--- src/rtl/cfg_route_pkg.sv ---
package cfg_route_pkg;
  typedef enum logic [2:0] {
    ST_IDLE, ST_SETUP, ST_ISSUE, ST_WAIT, ST_DONE
  } cfg_st_e;

  localparam logic [1:0] SZ_BYTE = 2'd0;
  localparam logic [1:0] SZ_HALF = 2'd1;
endpackage

--- src/rtl/cfg_setup_reg.sv ---
module cfg_setup_reg #(
  parameter int BUS_W   = 8,
  parameter int DEV_W   = 5,
  parameter int FN_W    = 3,
  parameter int SETUP_W = 32
) (
  input  logic               clk_i,
  input  logic               rst_ni,
  input  logic               load_i,
  input  logic [BUS_W-1:0]   bus_i,
  input  logic [DEV_W-1:0]   dev_i,
  input  logic [FN_W-1:0]    fn_i,
  output logic [SETUP_W-1:0] setup_o
);
  localparam int BUS_LSB  = 16;
  localparam int DEV_LSB  = 8;
  localparam int TYPE_BIT = 24;

  logic [SETUP_W-1:0] nxt;

  always_comb begin
    nxt = '0;
    nxt[BUS_LSB +: BUS_W] = bus_i;
    nxt[DEV_LSB +: DEV_W] = dev_i;
    nxt[0 +: FN_W]        = fn_i;
    nxt[TYPE_BIT]         = (bus_i > BUS_W'(1));
  end

  always_ff @(posedge clk_i or negedge rst_ni) begin
    if (!rst_ni)     setup_o <= '0;
    else if (load_i) setup_o <= nxt;
  end
endmodule

--- src/rtl/cfg_lane_unit.sv ---
module cfg_lane_unit
  import cfg_route_pkg::*;
#(
  parameter int DATA_W = 32,
  localparam int LANES = DATA_W / 8,
  localparam int OFS_W = $clog2(LANES)
) (
  input  logic [OFS_W-1:0]  ofs_i,
  input  logic [1:0]        size_i,
  input  logic [DATA_W-1:0] wdata_i,
  input  logic [DATA_W-1:0] rdata_i,
  input  logic              err_i,
  output logic [LANES-1:0]  be_o,
  output logic [DATA_W-1:0] wdata_o,
  output logic [DATA_W-1:0] rdata_o
);
  int                nbytes;
  logic [DATA_W-1:0] masked;
  logic [DATA_W-1:0] shifted;

  always_comb begin
    case (size_i)
      SZ_BYTE: nbytes = 1;
      SZ_HALF: nbytes = 2;
      default: nbytes = LANES;
    endcase
  end

  // missing target reads as all ones before lane pick
  assign masked  = err_i ? '1 : rdata_i;
  assign shifted = masked >> {ofs_i, 3'b000};
  assign wdata_o = wdata_i << {ofs_i, 3'b000};

  for (genvar k = 0; k < LANES; k++) begin : g_lane
    assign be_o[k] = (k >= int'(ofs_i)) && (k < int'(ofs_i) + nbytes);
    assign rdata_o[8*k +: 8] = (k < nbytes) ? shifted[8*k +: 8] : 8'h00;
  end
endmodule

--- src/rtl/cfg_route.sv ---
module cfg_route
  import cfg_route_pkg::*;
#(
  parameter int               BUS_W    = 8,
  parameter int               DEV_W    = 5,
  parameter int               FN_W     = 3,
  parameter int               REG_W    = 12,
  parameter int               ADDR_W   = 13,
  parameter int               DATA_W   = 32,
  parameter logic [ADDR_W-1:0] WIN_BASE = 13'h1000,
  localparam int              LANES    = DATA_W / 8,
  localparam int              OFS_W    = $clog2(LANES)
) (
  input  logic              clk_i,
  input  logic              rst_ni,
  input  logic              cpu_req_i,
  input  logic              cpu_we_i,
  input  logic [BUS_W-1:0]  cpu_bus_i,
  input  logic [DEV_W-1:0]  cpu_dev_i,
  input  logic [FN_W-1:0]   cpu_fn_i,
  input  logic [REG_W-1:0]  cpu_reg_i,
  input  logic [1:0]        cpu_size_i,
  input  logic [DATA_W-1:0] cpu_wdata_i,
  output logic              cpu_ready_o,
  output logic              cpu_rsp_o,
  output logic [DATA_W-1:0] cpu_rdata_o,
  output logic              dn_req_o,
  output logic              dn_we_o,
  output logic [ADDR_W-1:0] dn_addr_o,
  output logic [LANES-1:0]  dn_be_o,
  output logic [DATA_W-1:0] dn_wdata_o,
  input  logic              dn_rsp_i,
  input  logic [DATA_W-1:0] dn_rdata_i,
  input  logic              dn_err_i,
  output logic [31:0]       setup_o
);
  cfg_st_e           st_q, st_d;
  logic              we_q;
  logic [BUS_W-1:0]  bus_q;
  logic [DEV_W-1:0]  dev_q;
  logic [FN_W-1:0]   fn_q;
  logic [REG_W-1:0]  reg_q;
  logic [1:0]        size_q;
  logic [DATA_W-1:0] wdata_q;
  logic [DATA_W-1:0] rdata_q;
  logic              accept;
  logic              remote;
  logic [ADDR_W-1:0] dword_ofs;
  logic [LANES-1:0]  lane_be;
  logic [DATA_W-1:0] lane_rdata;

  assign accept = cpu_req_i && (st_q == ST_IDLE);
  assign remote = (bus_q != '0);

  always_comb begin
    st_d = st_q;
    case (st_q)
      ST_IDLE:  if (cpu_req_i) st_d = (cpu_bus_i == '0) ? ST_ISSUE : ST_SETUP;
      ST_SETUP: st_d = ST_ISSUE;
      ST_ISSUE: st_d = ST_WAIT;
      ST_WAIT:  if (dn_rsp_i) st_d = ST_DONE;
      ST_DONE:  st_d = ST_IDLE;
      default:  st_d = ST_IDLE;
    endcase
  end

  always_ff @(posedge clk_i or negedge rst_ni) begin
    if (!rst_ni) begin
      st_q    <= ST_IDLE;
      we_q    <= 1'b0;
      bus_q   <= '0;
      dev_q   <= '0;
      fn_q    <= '0;
      reg_q   <= '0;
      size_q  <= '0;
      wdata_q <= '0;
      rdata_q <= '0;
    end else begin
      st_q <= st_d;
      if (accept) begin
        we_q    <= cpu_we_i;
        bus_q   <= cpu_bus_i;
        dev_q   <= cpu_dev_i;
        fn_q    <= cpu_fn_i;
        reg_q   <= cpu_reg_i;
        size_q  <= cpu_size_i;
        wdata_q <= cpu_wdata_i;
      end
      // write errors dropped: writes always return zero data
      if (st_q == ST_WAIT && dn_rsp_i)
        rdata_q <= we_q ? '0 : lane_rdata;
    end
  end

  cfg_setup_reg #(
    .BUS_W(BUS_W), .DEV_W(DEV_W), .FN_W(FN_W), .SETUP_W(32)
  ) u_setup (
    .clk_i   (clk_i),
    .rst_ni  (rst_ni),
    .load_i  (st_q == ST_SETUP),
    .bus_i   (bus_q),
    .dev_i   (dev_q),
    .fn_i    (fn_q),
    .setup_o (setup_o)
  );

  cfg_lane_unit #(.DATA_W(DATA_W)) u_lane (
    .ofs_i   (reg_q[OFS_W-1:0]),
    .size_i  (size_q),
    .wdata_i (wdata_q),
    .rdata_i (dn_rdata_i),
    .err_i   (dn_err_i),
    .be_o    (lane_be),
    .wdata_o (dn_wdata_o),
    .rdata_o (lane_rdata)
  );

  assign dword_ofs   = ADDR_W'({reg_q[REG_W-1:OFS_W], {OFS_W{1'b0}}});
  assign dn_addr_o   = remote ? (WIN_BASE + dword_ofs) : dword_ofs;
  assign dn_req_o    = (st_q == ST_ISSUE);
  assign dn_we_o     = we_q;
  assign dn_be_o     = we_q ? lane_be : '1;
  assign cpu_ready_o = (st_q == ST_IDLE);
  assign cpu_rsp_o   = (st_q == ST_DONE);
  assign cpu_rdata_o = rdata_q;
endmodule

--- config.mk ---
export PLATFORM = sky130hd
export DESIGN_NAME = cfg_route
export DESIGN_NICKNAME = d
export VERILOG_FILES = /design/src/rtl/cfg_route_pkg.sv /design/src/rtl/cfg_setup_reg.sv /design/src/rtl/cfg_lane_unit.sv /design/src/rtl/cfg_route.sv
export SDC_FILE = /design/constraint.sdc
export NUM_CORES = 1
export LEC_CHECK = 0
export BUFFER_PORTS_ARGS = -buffer_cell sky130_fd_sc_hd__buf_2
export CAP_MARGIN = 20
export CORE_ASPECT_RATIO = 1.1
export CORE_MARGIN = 8
export CORE_UTILIZATION = 30
export CTS_BUF_LIST = sky130_fd_sc_hd__clkbuf_8
export DETAILED_ROUTE_END_ITERATION = 16
export PLACE_DENSITY = 0.61
export SKIP_CTS_REPAIR_TIMING = 1
export SLEW_MARGIN = 5
export SYNTH_ARGS = -nofsm -noshare
export SYNTH_HDL_FRONTEND = slang
export SYNTH_SLANG_ARGS = --single-unit
--- constraint.sdc ---
create_clock -name clk_i -period 3 [get_ports clk_i]
set_input_delay 0.6 -clock clk_i [delete_from_list [all_inputs] [get_ports clk_i]]
set_output_delay 0.6 -clock clk_i [all_outputs]
set_load 0.02 [all_outputs]
==> flow_summary.ini <==
[worst_setup_path]
cp.required_ns = 2.40
path_class = reg2out
critPathSlowestCell = dfrtp_1
path_buf_inv = 3
crit_path_max_incr_delay_ns = 0.39
start_kind = flip-flop
cp_top_family = adder cells
cp_cell_sequence = or2_4 -> inv_4 -> ha_4 -> inv_2 -> fa_2 -> nand2b_4 -> o21ai_4 -> a32oi_1 -> buf_4
critical_path_peak_fanout = 3
critPathCaptureType = output pin
cp.arrival_ns = 2.33

[sta]
slew_viol_final = 0
max_freq_mhz = 341
fin_skew_ns = 0.00969
setup_slack_ns = 0.0681
setup_violations = 0
grt_setup_unrepaired = yes
whs_ns = 0.213
tightest_slew_ns = 0.755
hold_violations = 0
slew_headroom_pct = 49.4
finalCriticalPeriod_ns = 2.93
post-route-period-util_pct = 97.7

[clock_tree]
cts_htree_levels = 4
clkTransAtPathRegs_ns = 0.08
clk_latency_ns = 0.43
cts_buffers = 17
clockRootBuffer = clkbuf_8
ctsLongestPathBuffers = 2
cts_tree = yes
clock_sinks = 115

[drt]
wl_um = 16700
dr.pass1.iters = 4
drc = 0
ant_nets = 0
via_per_inst = 4.79
wire_per_inst_um = 17.4
dr_total_vias = 4620
drt-initial-drc-count = 151

[yosys]
synth-seq-area-share_pct = 49.0
yosys_warnings = 0
synthTopCellsByCount = dfrtp_1, mux2_2, nand2_1, o21ai_0, buf_4
yosysMostFrequentCell = dfrtp_1
yosysTopAreaCellShare_pct = 49.0
synthTopCellsByArea = dfrtp_1, mux2_2, mux2i_1
synth_cells = 520
ys_ff_latch = 115
syn_area_um2 = 5880
ys.flop_type = dfrtp_1
synth_area_leader_cell = dfrtp_1
synth_edf_count = 0
synthDistinctLibCells = 42
async_flop_share_pct = 100
avgSynthCellArea_um2 = 11.3

[floorplan]
dieArea_um2 = 24300
num_rows = 53
die_x_um = 149
start_util_pct = 30.7
dieHeight_um = 163
ios = 217
core_um2 = 19200

[grt]
grt_pass1_vias = 4665
grt_max_degree = 116
grt_use_total_pct = 13.6
grt_overflow = 0
grt_pass1_wl_um = 26200
grt_antenna_before_repair = 2

[final_layout]
finalInstanceArea_um2 = 7420
layoutNonFillerInstCount = 964
n_antenna_cell = 0
layout-drive-gt1-share_pct = 47.1
area_delta_synth_final_pct = 26.2
multi_input_area_um2 = 2670
fin_nets = 808
fill_cells = 1889
seqCellArea_um2 = 2880

[placement]
detailed_place_hpwl_um = 12000
io_buffers = 199
dpl.cell_count = 931
place_congestion = 0.785
place_area_um2 = 6970
place_ws_ns = 0.191

[power]
design_power_total_mw = 9.00
p_sw_mw = 3.99
netSwitchingFraction_pct = 44.3
seqPwrFrac_pct = 31.9
comb_power_share_pct = 51.5
peakVddDrop_uv = 663
clockPowerShare_pct = 16.6
internal_power_mw = 5.01
power.leakage_nw = 3.50
power.density_nw_per_um2 = 1210

[run]
cap_violations = 0

[run_status]
outcome = finished, final reports clean

[min_path]
hold_path_class = in2async
==> per-layer routing <==
metal  vias to the layer above  wire [um]  GRT usage [%]
met5                         -         27              0
met4                         4        129           4.04
met3                        17       1820           6.06
met2                       173       7670           21.3
met1                      2233       7100           16.6
li1                       2193          -              -
==> cell families (layout without fill, tap and decap cells) <==
| kind of cell | Yosys count | in the layout | synth area share, % |
|---|---|---|---|
| DFF | 115 | 115 | 49.0 |
| and+or+nand+nor | 122 | 122 | 11.1 |
| muxes | 102 | 102 | 19.0 |
| buffers and inverters | 70 | 251 | 7.39 |
| AOI/OAI and AO/OA | 106 | 106 | 12.5 |
| adders and majority gates | 4 | 4 | 0.979 |
| other | 1 | 17 | 0.0638 |
==> per-stage QoR <==
stage	util [%]	TNS, ns
2_1_floorplan	-	0
3_3_place_gp	36.3	0
3_5_place_dp	36.3	0
4_1_cts	38.5	-0.767
5_1_grt	38.7	-0.171
6_report	38.7	0
==> power by group through the flow <==
stage                     Combinational [mW]  Clock (mW)  Sequential (mW)
final                                   4.64        1.49             2.87
after global routing                    5.06        1.62             2.97
after CTS                               4.63        1.55             2.87
after detailed placement                4.61           0             2.90
after global placement                  4.55           0             2.89
after floorplan                         2.94           0             3.13
==> flip-flops by register name, summed over array words and instances, names as in the netlist <==
| name | count |
|---|---|
| bus_q | 8 |
| cpu_rdata_o | 32 |
| dev_q | 5 |
| dn_we_o | 1 |
| fn_q | 3 |
| reg_q | 12 |
| size_q | 2 |
| st_q | 3 |
| u_setup.setup_o | 17 |
| wdata_q | 32 |
==> cells in the final DEF (no fill, tap or decap), types with 3 or more instances in the layout <==
| cell type | count |
|---|---|
| inv_1 | 3 |
| a2111o_1 | 8 |
| a32o_1 | 16 |
| conb_1 | 17 |
| and2_1 | 10 |
| dfrtp_1 | 113 |
| o21ai_0 | 33 |
| nor2b_1 | 25 |
| buf_4 | 14 |
| nor2_1 | 22 |
| clkbuf_8 | 17 |
| mux2_2 | 78 |
| mux2i_1 | 24 |
| nor4_1 | 3 |
| nor3_1 | 8 |
| o21ai_1 | 8 |
| clkinvlp_4 | 3 |
| nand2_1 | 35 |
| clkinv_4 | 3 |
| a211oi_1 | 16 |
| a21oi_1 | 10 |
| buf_2 | 197 |
| nand2b_1 | 4 |
| o21bai_1 | 8 |
| inv_6 | 7 |
==> layout make-up <==
cell class	count	area share [%]
Sequential cell	115	38.8
Multi-Input combinational cell	351	36.0
Timing Repair Buffer	213	15.2
Tap cell	247	4.17
Clock buffer	17	3.15
Clock inverter	15	2.29
Inverter	6	0.337
==> worst paths after layout <==
path                                                   from                          end  cells past startpoint  slack [ns]
min in group clk_i                           cpu_wdata_i[3]       wdata_q[3]$_DFFE_PN0P_                      2        0.40
worst max-delay path                  size_q[0]$_DFFE_PN0P_                   dn_be_o[2]                      9        0.07
worst min-delay path                                 rst_ni  cpu_rdata_o[29]$_DFFE_PN0P_                      2        0.21
worst max register to register        size_q[1]$_DFFE_PN0P_  cpu_rdata_o[18]$_DFFE_PN0P_                      5        1.05
max in group asynchronous                            rst_ni         bus_q[5]$_DFFE_PN0P_                      2        2.23
worst min register to register  cpu_rdata_o[26]$_DFFE_PN0P_  cpu_rdata_o[26]$_DFFE_PN0P_                      2        0.48
(Power assumes the default switching activity.)
